$ cat config.mk
export PLATFORM = sky130hd
export DESIGN_NAME = sc_char_rx
export DESIGN_NICKNAME = d
export VERILOG_FILES = /design/src/rtl/sc_rx_pkg.sv /design/src/rtl/sc_rx_sync.sv /design/src/rtl/sc_rx_retry.sv /design/src/rtl/sc_rx_conv.sv /design/src/rtl/sc_char_rx.sv
export SDC_FILE = /design/constraint.sdc
export NUM_CORES = 1
export LEC_CHECK = 0
export ABC_CLOCK_PERIOD_IN_PS = 2600
export BUFFER_PORTS_ARGS = -buffer_cell sky130_fd_sc_hd__buf_2
export CORE_MARGIN = 2
export CORE_UTILIZATION = 40
export CTS_BUF_LIST = sky130_fd_sc_hd__clkbuf_4 sky130_fd_sc_hd__clkbuf_8 sky130_fd_sc_hd__clkbuf_16
export CTS_CLUSTER_DIAMETER = 50
export CTS_CLUSTER_SIZE = 12
export DETAILED_ROUTE_END_ITERATION = 10
export PLACE_DENSITY = 0.66
export SLEW_MARGIN = 40
export SYNTH_ARGS = -nofsm -noshare
export SYNTH_HDL_FRONTEND = slang
export SYNTH_SLANG_ARGS = --single-unit
$ cat constraint.sdc
create_clock -name clk -period 2.6 [get_ports clk]
set_input_delay 0.39 -clock clk [delete_from_list [all_inputs] [get_ports clk]]
set_output_delay 0.39 -clock clk [all_outputs]
set_load 0.02 [all_outputs]
$ cat src/rtl/sc_rx_pkg.sv
package sc_rx_pkg;

  localparam int BYTE_W = 8;
  localparam logic [BYTE_W-1:0] TS_DIRECT  = 8'h3B;
  localparam logic [BYTE_W-1:0] TS_INVERSE = 8'h3F;

  typedef enum logic [2:0] {
    S_IDLE, S_START, S_DATA, S_PAR, S_ERRW, S_ERRD, S_STOP, S_GUARD
  } rx_state_e;

  function automatic logic [BYTE_W-1:0] bit_rev(input logic [BYTE_W-1:0] v);
    logic [BYTE_W-1:0] r;
    for (int i = 0; i < BYTE_W; i++) r[i] = v[BYTE_W-1-i];
    return r;
  endfunction

  // raw[0] is the first bit on the line
  function automatic logic [BYTE_W-1:0] decode_byte(input logic [BYTE_W-1:0] raw,
                                                    input logic inv);
    return inv ? ~bit_rev(raw) : raw;
  endfunction

  // nine inverted levels flip the xor once when inverse
  function automatic logic parity_ok(input logic [BYTE_W-1:0] raw, input logic par_raw,
                                     input logic inv, input logic odd);
    return ((^raw) ^ par_raw ^ inv) == odd;
  endfunction

  function automatic logic ts_is_direct(input logic [BYTE_W-1:0] raw);
    return raw == TS_DIRECT;
  endfunction

  function automatic logic ts_is_inverse(input logic [BYTE_W-1:0] raw);
    return decode_byte(raw, 1'b1) == TS_INVERSE;
  endfunction

endpackage

$ cat src/rtl/sc_rx_sync.sv
module sc_rx_sync #(
  parameter int STAGES = 2
) (
  input  logic clk,
  input  logic rst_n,
  input  logic din,
  output logic dout,
  output logic fall
);
  logic [STAGES:0] sh;

  always_ff @(posedge clk or negedge rst_n) begin
    if (!rst_n) sh <= '1;
    else        sh <= {sh[STAGES-1:0], din};
  end

  assign dout = sh[STAGES-1];
  assign fall = sh[STAGES] & ~sh[STAGES-1];
endmodule

$ cat src/rtl/sc_rx_retry.sv
module sc_rx_retry #(
  parameter int W = 3
) (
  input  logic         clk,
  input  logic         rst_n,
  input  logic [W-1:0] lim,
  input  logic         bump,
  input  logic         clear,
  output logic         allow
);
  logic [W:0] count;

  assign allow = (count <= {1'b0, lim});

  always_ff @(posedge clk or negedge rst_n) begin
    if (!rst_n)     count <= '0;
    else if (clear) count <= '0;
    else if (bump)  count <= count + 1'b1;
  end

  // a run never counts beyond the largest legal limit plus one
  a_r7_count_capped: assert property (@(posedge clk) disable iff (!rst_n)
    count <= (W+1)'(1 << W));
endmodule

$ cat src/rtl/sc_rx_conv.sv
module sc_rx_conv
  import sc_rx_pkg::*;
(
  input  logic              clk,
  input  logic              rst_n,
  input  logic              auto_en,
  input  logic              commit,
  input  logic [BYTE_W-1:0] raw,
  output logic              inv,
  output logic              pending,
  output logic              err
);
  logic seen;

  assign pending = auto_en & ~seen;

  always_ff @(posedge clk or negedge rst_n) begin
    if (!rst_n) begin
      seen <= 1'b0;
      inv  <= 1'b0;
      err  <= 1'b0;
    end else begin
      err <= 1'b0;
      if (!auto_en) seen <= 1'b0;
      else if (commit) begin
        seen <= 1'b1;
        if (ts_is_direct(raw))       inv <= 1'b0;
        else if (ts_is_inverse(raw)) inv <= 1'b1;
        else                         err <= 1'b1;
      end
    end
  end

  // convention only moves on a committed initial byte
  a_r9_conv_only_on_ts: assert property (@(posedge clk) disable iff (!rst_n)
    !$stable(inv) |-> $past(commit));
  a_r9_err_only_on_ts: assert property (@(posedge clk) disable iff (!rst_n)
    err |-> $past(commit) && $stable(inv));
endmodule

$ cat src/rtl/sc_char_rx.sv
module sc_char_rx
  import sc_rx_pkg::*;
#(
  parameter int ETU_W       = 12,
  parameter int RETRY_W     = 3,
  parameter int SYNC_STAGES = 2
) (
  input  logic               clk,
  input  logic               rst_n,
  input  logic               rx_en,
  input  logic [ETU_W-1:0]   etu_cycles,
  input  logic               odd_par,
  input  logic               short_stop,
  input  logic               retry_en,
  input  logic [RETRY_W-1:0] retry_lim,
  input  logic               auto_conv,
  input  logic               line_in,
  output logic               line_pull_low,
  output logic [BYTE_W-1:0]  rx_data,
  output logic               rx_valid,
  output logic               par_err,
  output logic               frame_err,
  output logic               break_err,
  output logic               retry_evt,
  output logic               over_retry,
  output logic               conv_inverse,
  output logic               conv_err,
  output logic               rx_active
);
  localparam int BIDX_W = $clog2(BYTE_W);
  localparam logic [BIDX_W-1:0] LAST_BIT = BIDX_W'(BYTE_W - 1);

  logic line_s, line_fall;
  sc_rx_sync #(.STAGES(SYNC_STAGES)) u_sync (
    .clk(clk), .rst_n(rst_n), .din(line_in), .dout(line_s), .fall(line_fall)
  );

  rx_state_e         st;
  logic [ETU_W-1:0]  cnt;
  logic [BIDX_W-1:0] bidx;
  logic [BYTE_W-1:0] raw;
  logic              all_low, cur_inv, pok, drop;

  // named internal events
  logic [ETU_W-1:0] half_etu;
  logic bit_end, half_end, use_inv_now, pok_now;
  logic par_evt, stop_evt, retry_bump, retry_over, retry_allow, retry_clear;
  logic char_good, ts_commit, ts_pending;

  assign half_etu    = etu_cycles >> 1;
  assign bit_end     = (cnt == etu_cycles - 1'b1);
  assign half_end    = (cnt == half_etu - 1'b1);
  assign use_inv_now = ts_pending ? (ts_is_inverse(raw) | (~ts_is_direct(raw) & conv_inverse))
                                  : conv_inverse;
  assign pok_now     = parity_ok(raw, line_s, use_inv_now, odd_par);
  assign par_evt     = rx_en && (st == S_PAR) && bit_end;
  assign stop_evt    = rx_en && (st == S_STOP) && bit_end;
  assign retry_bump  = par_evt && !pok_now && retry_en && retry_allow;
  assign retry_over  = par_evt && !pok_now && retry_en && !retry_allow;
  assign char_good   = stop_evt && line_s && !drop;
  assign ts_commit   = char_good && ts_pending;
  assign retry_clear = (char_good && pok) || retry_over;

  sc_rx_retry #(.W(RETRY_W)) u_retry (
    .clk(clk), .rst_n(rst_n), .lim(retry_lim), .bump(retry_bump),
    .clear(retry_clear), .allow(retry_allow)
  );

  sc_rx_conv u_conv (
    .clk(clk), .rst_n(rst_n), .auto_en(auto_conv), .commit(ts_commit), .raw(raw),
    .inv(conv_inverse), .pending(ts_pending), .err(conv_err)
  );

  assign rx_active     = (st != S_IDLE);
  assign line_pull_low = (st == S_ERRD);

  always_ff @(posedge clk or negedge rst_n) begin
    if (!rst_n) begin
      st <= S_IDLE; cnt <= '0; bidx <= '0; raw <= '0;
      all_low <= 1'b0; cur_inv <= 1'b0; pok <= 1'b1; drop <= 1'b0;
      rx_data <= '0; rx_valid <= 1'b0; par_err <= 1'b0; frame_err <= 1'b0;
      break_err <= 1'b0; retry_evt <= 1'b0; over_retry <= 1'b0;
    end else begin
      rx_valid <= 1'b0; par_err <= 1'b0; frame_err <= 1'b0;
      break_err <= 1'b0; retry_evt <= 1'b0; over_retry <= 1'b0;
      if (!rx_en) begin
        st  <= S_IDLE;
        cnt <= '0;
      end else begin
        case (st)
          S_IDLE: if (line_fall) begin st <= S_START; cnt <= '0; end
          S_START: begin
            if (half_end) begin
              cnt <= '0;
              if (!line_s) begin st <= S_DATA; bidx <= '0; all_low <= 1'b1; end
              else st <= S_IDLE;
            end else cnt <= cnt + 1'b1;
          end
          S_DATA: begin
            if (bit_end) begin
              cnt       <= '0;
              raw[bidx] <= line_s;
              all_low   <= all_low & ~line_s;
              if (bidx == LAST_BIT) st <= S_PAR;
              else bidx <= bidx + 1'b1;
            end else cnt <= cnt + 1'b1;
          end
          S_PAR: begin
            if (bit_end) begin
              cnt        <= '0;
              all_low    <= all_low & ~line_s;
              cur_inv    <= use_inv_now;
              pok        <= pok_now;
              drop       <= retry_over;
              retry_evt  <= retry_bump;
              over_retry <= retry_over;
              st         <= retry_bump ? S_ERRW : S_STOP;
            end else cnt <= cnt + 1'b1;
          end
          S_ERRW: begin
            if (half_end) begin st <= S_ERRD; cnt <= '0; end
            else cnt <= cnt + 1'b1;
          end
          S_ERRD: begin
            if (bit_end) begin st <= S_GUARD; cnt <= '0; end
            else cnt <= cnt + 1'b1;
          end
          S_STOP: begin
            if (bit_end) begin
              cnt <= '0;
              if (!line_s) begin
                if (!retry_en) begin
                  break_err <= all_low;
                  frame_err <= ~all_low;
                end
              end else if (!drop) begin
                rx_valid <= 1'b1;
                rx_data  <= decode_byte(raw, cur_inv);
                par_err  <= ~pok & ~retry_en;
              end
              st <= short_stop ? S_IDLE : S_GUARD;
            end else cnt <= cnt + 1'b1;
          end
          S_GUARD: begin
            if (bit_end) begin st <= S_IDLE; cnt <= '0; end
            else cnt <= cnt + 1'b1;
          end
          default: st <= S_IDLE;
        endcase
      end
    end
  end

  // a parity event only accompanies a delivered byte, never under retry
  a_r3_par_with_byte: assert property (@(posedge clk) disable iff (!rst_n)
    par_err |-> rx_valid && !retry_en);
  // stop faults drop the byte and are silent under retry
  a_r4_fault_drops_byte: assert property (@(posedge clk) disable iff (!rst_n)
    (frame_err || break_err) |-> !rx_valid && !retry_en);
  // break replaces the frame report
  a_r5_break_not_frame: assert property (@(posedge clk) disable iff (!rst_n)
    break_err |-> !frame_err);
  // a retried character is not delivered and starts the error signal later
  a_r6_retry_no_byte: assert property (@(posedge clk) disable iff (!rst_n)
    retry_evt |-> !rx_valid && !par_err && !over_retry && !line_pull_low);
  // disabling forces idle and releases the line
  a_r13_disable_idles: assert property (@(posedge clk) disable iff (!rst_n)
    !rx_en |=> !rx_active && !line_pull_low);
endmodule

==> results of run 1 <==
## layout make-up
cell class              instances  area share
inverters                      22      0.0183
repair buffers                 97       0.138
clock buffers                   5      0.0144
flip-flops and latches         54       0.284
multi-input cells             310       0.502
clock inverters                 3     0.00996
well taps                     129      0.0338
## synthesized netlist by cell type (all sizes together), types with 7 or more instances
library cell | number | area [sq um]
dfrtp | 50 | 1250
nand2 | 31 | 116
o21ai | 26 | 134
inv | 21 | 78.8
nor2 | 21 | 78.8
xor2 | 21 | 184
xnor2 | 19 | 166
clkbuf | 17 | 83.8
nand4 | 16 | 100
a21oi | 15 | 75.1
ha | 15 | 188
nand3 | 14 | 70.1
mux2 | 13 | 146
nor3 | 12 | 70.1
buf | 10 | 81.3
and3 | 8 | 51.3
nor2b | 8 | 50.1
a221o | 7 | 71.3
nand2b | 7 | 43.8
## cell families (layout without fill, tap and decap cells)
family	count (synthesis)	count (layout)
AOI/OAI and AO/OA	85	85
xor gates and xnor gates	41	41
adders and majority gates	15	15
buffers and inverters	49	127
DFF	54	54
muxes	19	19
and+or+nand+nor	150	150
## metal layers
metal | track usage | part of all wire
met2 | 0.296 | 0.46
met3 | 0.0207 | 0.039
met5 | 0 | 0
met1 | 0.266 | 0.49
met4 | 0.0551 | 0.014
## worst max-delay path by stage
stage,startpoint,to,slack [ps]
finish,cnt[8]$_DFFE_PN0N_,u_retry.count[0]$_DFFE_PN0P_,-80
floorplan,etu_cycles[4],u_conv.inv$_DFFE_PN0P_,-210
global route,cnt[8]$_DFFE_PN0N_,u_retry.count[0]$_DFFE_PN0P_,-160
detailed placement,etu_cycles[1],u_retry.count[0]$_DFFE_PN0P_,-320
global placement,etu_cycles[1],u_conv.inv$_DFFE_PN0P_,-280
CTS,cnt[8]$_DFFE_PN0N_,u_retry.count[0]$_DFFE_PN0P_,-70
## sequential cells by signal, indices dropped and copies added, names as in the netlist
name,flops
cnt,12
u_conv.seen,1
u_conv.err,1
rx_data,8
st,3
drop,1
u_conv.inv,1
rx_valid,1
frame_err,1
par_err,1
break_err,1
over_retry,1
raw,8
bidx,3
cur_inv,1
u_sync.sh,3
retry_evt,1
all_low,1
pok,1
u_retry.count,4
## worst reg2reg max path, stage by stage (launching register included)
cell and delay (ps):
dfrtp_1 420, xor2_2 160, or4_1 530, o31a_1 140, or4_4 550, or4_4 470
clkinv_4 80, a221oi_2 60, a21o_1 180
## power by group through the flow
stage	Clock, mW	Combinational, mW	Sequential, mW
6_report	0.591	0.463	0.919
5_1_grt	0.633	0.512	0.926
4_1_cts	0.601	0.446	0.918
3_5_place_dp	0	0.434	0.934
3_3_place_gp	0	0.426	0.933
2_1_floorplan	0	0.280	0.924
## stage by stage
| step | TNS, ps | worst slack, ps | cell area [sq um] | hold WS (ps) |
|---|---|---|---|---|
| after floorplan | -4210 | -214 | 3920 | 94.4 |
| after global placement | -9200 | -276 | 4500 | 368 |
| after detailed placement | -11240 | -319 | 4500 | 357 |
| after CTS | -668 | -69.3 | 4680 | 172 |
| after global routing | -4440 | -164 | 4770 | 165 |
| final | -1220 | -80.6 | 4770 | 176 |
## what timing repair did
item	CTS	global route
resized for setup	12	21
setup buffers	1	0
endpoints found under the hold margin	0	0
pin swaps	2	5
endpoints found under the setup margin	38	46
gates cloned	1	1
hold buffers	0	0
==> metrics.csv, run 1 <==
metric;value;unit
status;finished with violations;
violated_checks;setup timing;
final_antenna_net_count;0;
worst_ir_drop_vdd;0.248;mV
post_synth.cell_area_avg;9.25;sq um
timing.critical_path.max_delay_family;simple AND/OR/NAND/NOR gates;
track_usage;0.186;
layout.area.seq;1360;sq um
worstPathMaxFanout;5;
yosys.area_share.adder;0.0491;
fin_util;0.517;
synth-edff-count;0;
slew_viol_final;0;
post_synth_and_or_nand_nor_area_fraction;0.223;
layout_common_cells;50 x dfrtp_1, 49 x buf_4, 40 x buf_2;
layout.cells.most_common;dfrtp_1;
place.gp.congestion;0.902;
dp.final_hpwl;6930;um
antenna_cells;0;
synth_top_family_by_area;simple AND/OR/NAND/NOR gates;
ys.warnings.count;0;
cts_tree;done;
hold_path.startpoint;line_in;
drt_drc_violations_left;0;
initial_antenna_violation_count;0;
r2r.worst_path.cells;8;
vias;3323;
finish.net_count;528;
crit_path_cell_trace;xor2_2 > or4_1 > o31a_1 > or4_4 > or4_4 > clkinv_4 > a221oi_2 > a21o_1;
die_x;102;um
timing.final.hold_violations;0;
asyncSetResetFlopFracSynth;1.00;
number_of_clock_buffers_inserted_by_tritoncts;5;
crit_slowest_cell;or4_4;
post_synth_mux_area_share;0.0541;
area_growth;25.0;%
drive_above_1_share;0.338;
finalWorstSetupSlack;-80.6;ps
syn-instance-count;413;
die_area;10300;sq um
switchingPower;0.609;mW
clkPwrFrac;0.300;
switching_share_of_power;0.309;
static-leakage-power;2.24;nW
report.final.setup_viol;28;
fin_crit;2680;ps
top_level_ports;41;
top_flip_flop_cell_by_instance_count_after_synthesis;dfrtp_1;
final.setup_skew;10.7;ps
detail_route.wl_per_cell;15.1;um
core_area;9240;sq um
timing_worst_slew_pin_value;685;ps
clk_transition_reported_paths;100;ps
cts_max_level;2;
timing.rr.start;cnt[8]$_DFFE_PN0N_;
cell_internal_pwr;1.36;mW
cap_viol_max_count;0;
initial_core_util;0.413;
global_route_wire_length_before_repair;15500;um
period_share;1.03;
cts_root_buffer;clkbuf_8;
cp_common_cell;or4_4;
detailedRoute.firstPassIterationCount;4;
combinationalPowerShare;0.234;
total_power;1.97;mW
fmax;373;MHz
synth.cell_area;3820;sq um
area_used_by_multi_input_combinational_logic;2390;sq um
holdPathEnd;u_sync.sh[0]$_DFF_PN1_;
regToRegEndpoint;u_retry.count[0]$_DFFE_PN0P_;
worst-setup-path-type;reg2reg;
grt_max_degree;55;
setup.reg_to_reg.worst_slack;-80;ps
clock_tree.buffer_depth;2;
cp-start-kind;flip-flop;
clock_sink_count;54;
crit_path_end_kind;flip-flop;
die_h;102;um
rsz0062_at_grt;true;
worstPathRequired;2800;ps
cp.depth;8;
seq_area_frac_synth;0.355;
route.final.wire_length;9330;um
min_path_type;in2reg;
power.density_cell_area;413;nW/um^2
buffers_inverters_on_critical_path;1;
crit_path_max_incr_delay;550;ps
synth-seq-cells;54;
first_iter_violations;259;
seq_power_share;0.466;
first_global_vias;3224;
clock_latency;310;ps
synth.distinct_cells;69;
port_buffers;40;
synth-xor-area-share;0.0976;
drt-vias-per-instance;5.36;
cp_data_arrival_time;2880;ps
synth_fp_nets;451;
hold-path-cell-count;1;
fillerInstances;843;
place.detailed.instances;609;
synth_compound_gate_area_share;0.156;
grt_overflow_total;0;
fin_cells;620;
std_cell_rows;35;
timing.max_slew.rel_slack;0.543;
Power figures use the tool's default switching activity.
==> run 2: changes to the inputs <==
--- a/config.mk
+++ b/config.mk
@@ -5,7 +5,7 @@
 export SDC_FILE = /design/constraint.sdc
 export NUM_CORES = 1
 export LEC_CHECK = 0
-export ABC_CLOCK_PERIOD_IN_PS = 2600
+export ABC_CLOCK_PERIOD_IN_PS = 2900
 export BUFFER_PORTS_ARGS = -buffer_cell sky130_fd_sc_hd__buf_2
 export CORE_MARGIN = 2
 export CORE_UTILIZATION = 40
@@ -13,7 +13,7 @@
 export CTS_CLUSTER_DIAMETER = 50
 export CTS_CLUSTER_SIZE = 12
 export DETAILED_ROUTE_END_ITERATION = 10
-export PLACE_DENSITY = 0.66
+export PLACE_DENSITY = 0.64
 export SLEW_MARGIN = 40
 export SYNTH_ARGS = -nofsm -noshare
 export SYNTH_HDL_FRONTEND = slang
==> constraint.sdc (replaced) <==
create_clock -name clk -period 2.9 [get_ports clk]
set_input_delay 0.435 -clock clk [delete_from_list [all_inputs] [get_ports clk]]
set_output_delay 0.435 -clock clk [all_outputs]
set_load 0.02 [all_outputs]
==> metrics.csv, run 2 (same netlist as run 1, synthesis figures left out) <==
metric;value;unit;change
clock_sink_count;54;;unchanged
period_share;0.940;;
largest_reg_by_ff_count;cnt;;
place.gp.congestion;0.936;;+3.8%
worst_ir_drop_vdd;0.186;mV;-25%
static-leakage-power;2.07;nW;-7.4%
seq_power_share;0.509;;+0.043
dp.final_hpwl;6900;um;-0.42%
drt_drc_violations_left;0;;unchanged
status;complete, no violations;;
core_area;9240;sq um;unchanged
die_x;102;um;unchanged
first_global_vias;3073;;-4.7%
timing.max_slew.rel_slack;0.640;;+0.0970
crit_path_end_kind;flip-flop;;
finalWorstSetupSlack;175;ps;+256 ps
worstPathRequired;3130;ps;+330 ps
cts_root_buffer;clkbuf_8;;
final.setup_skew;13.9;ps;+3.16 ps
switchingPower;0.518;mW;-15%
finish.net_count;508;;-3.8%
power.density_cell_area;372;nW/um^2;-10%
finish.instance_area;4410;sq um;-7.7%
layout_common_cells;50 x dfrtp_1, 40 x buf_2, 36 x buf_4;;
clock_latency;320;ps;about the same
initial_antenna_violation_count;0;;unchanged
initial_core_util;0.413;;unchanged
max_ffs_per_register;12;;unchanged
route.final.wire_length;8990;um;-3.7%
cp_data_arrival_time;2960;ps;+80 ps
clk_transition_reported_paths;110;ps;about the same
place_ws;-145;ps;+174 ps
top_regs;cnt x12, raw x8, rx_data x8;;
switching_share_of_power;0.316;;+0.00783
clock_tree.buffer_depth;2;;unchanged
drt-vias-per-instance;5.33;;-0.55%
number_of_clock_buffers_inserted_by_tritoncts;5;;unchanged
detailedRoute.firstPassIterationCount;4;;unchanged
fin_util;0.477;;-0.0397
area_growth;15.4;%;
slew_viol_final;0;;unchanged
antenna_cells;0;;unchanged
rsz0062_at_grt;false;;
cts_hold_buffers;0;;unchanged
top_level_ports;41;;unchanged
post_cts_resize_count;0;;-12
final_antenna_net_count;0;;unchanged
grt_max_degree;35;;-36%
port_buffers;40;;unchanged
report.final.setup_viol;0;;-100%
die_h;102;um;unchanged
place.detailed.instances;592;;-2.8%
detail_route.wl_per_cell;15.0;um;-0.45%
cp-start-kind;input pin;;
global_route_wire_length_before_repair;15000;um;-3.3%
vias;3198;;-3.8%
cts_tree;done;;
fmax;367;MHz;
cell_internal_pwr;1.12;mW;-18%
timing.final.hold_violations;0;;unchanged
worstPathMaxFanout;8;;+3
total_power;1.64;mW;-17%
die_area;10300;sq um;unchanged
combinationalPowerShare;0.218;;-0.016
fin_cells;600;;-3.2%
timing_worst_slew_pin_value;534;ps;-150 ps
hold_slack;61.4;ps;-115 ps
grt_overflow_total;0;;unchanged
min_path_type;in2async;;
clkPwrFrac;0.273;;-0.027
worst-setup-path-type;in2reg;;
area_of_placed_instances;4320;sq um;-4.0%
track_usage;0.183;;-0.00238
first_iter_violations;330;;+27%
std_cell_rows;35;;unchanged
final.setup.tns;0;ps;+1220 ps
drive_above_1_share;0.257;;-0.0812
fin_crit;2720;ps;
layout.cells.most_common;dfrtp_1;;
cap_viol_max_count;0;;unchanged
cts_max_level;2;;unchanged
cts.repair_timing.setup_buffer_count;0;;-1
run 2: cell types whose count changed in the layout (fill, tap and decap cells not counted), sizes merged:
cell	before	now
buf	97	77
bufinv	1	0
clkbuf	5	6
run 2: final cells by class:
type	instances	area [sq um]
Fill cell	866	4830
Multi-Input combinational cell	310	2220
Sequential cell	54	1360
Timing Repair Buffer	77	490
Tap cell	129	161
Inverter	22	87.6
Clock buffer	6	76.3
Clock inverter	2	13.8
run 2: worst paths after layout:
check,slack [ps],from,cells after the start,end
worst min register to register,370,u_sync.sh[0]$_DFF_PN1_,0,u_sync.sh[1]$_DFF_PN1_
worst max register to register,190,cnt[8]$_DFFE_PN0N_,7,u_conv.inv$_DFFE_PN0P_
worst max-delay path,180,etu_cycles[1],13,u_retry.count[3]$_DFFE_PN0P_
min in group clk,210,line_in,1,u_sync.sh[0]$_DFF_PN1_
max in group asynchronous,1970,rst_n,2,u_sync.sh[2]$_DFF_PN1_
worst min-delay path,60,rst_n,1,u_conv.seen$_DFFE_PN0P_
run 2: metal layers:
| layer | track usage | vias to the layer above | part of all wire |
|---|---|---|---|
| met5 | 0 | - | 0 |
| met4 | 0.0593 | 0 | 0.016 |
| met3 | 0.0276 | 12 | 0.050 |
| met2 | 0.284 | 74 | 0.44 |
| met1 | 0.262 | 1520 | 0.49 |
| li1 | - | 1592 | - |
run 2: power groups by stage:
| stage | logic [mW] | clock network [mW] | registers (mW) |
|---|---|---|---|
| after floorplan | 0.236 | 0 | 0.828 |
| after global placement | 0.349 | 0 | 0.846 |
| after detailed placement | 0.357 | 0 | 0.847 |
| after CTS | 0.357 | 0.464 | 0.833 |
| after global routing | 0.402 | 0.490 | 0.843 |
| final | 0.357 | 0.448 | 0.834 |
run 2: worst max-delay path, stage by stage:
cell and delay [ps]:
buf_2 100, inv_1 70, ha_1 240, nor2b_1 270, buf_4 170, nand2_1 60
xnor2_1 150, or4_4 590, nor4_4 280, buf_4 190, buf_4 120, nand4_1 80
a21oi_1 200
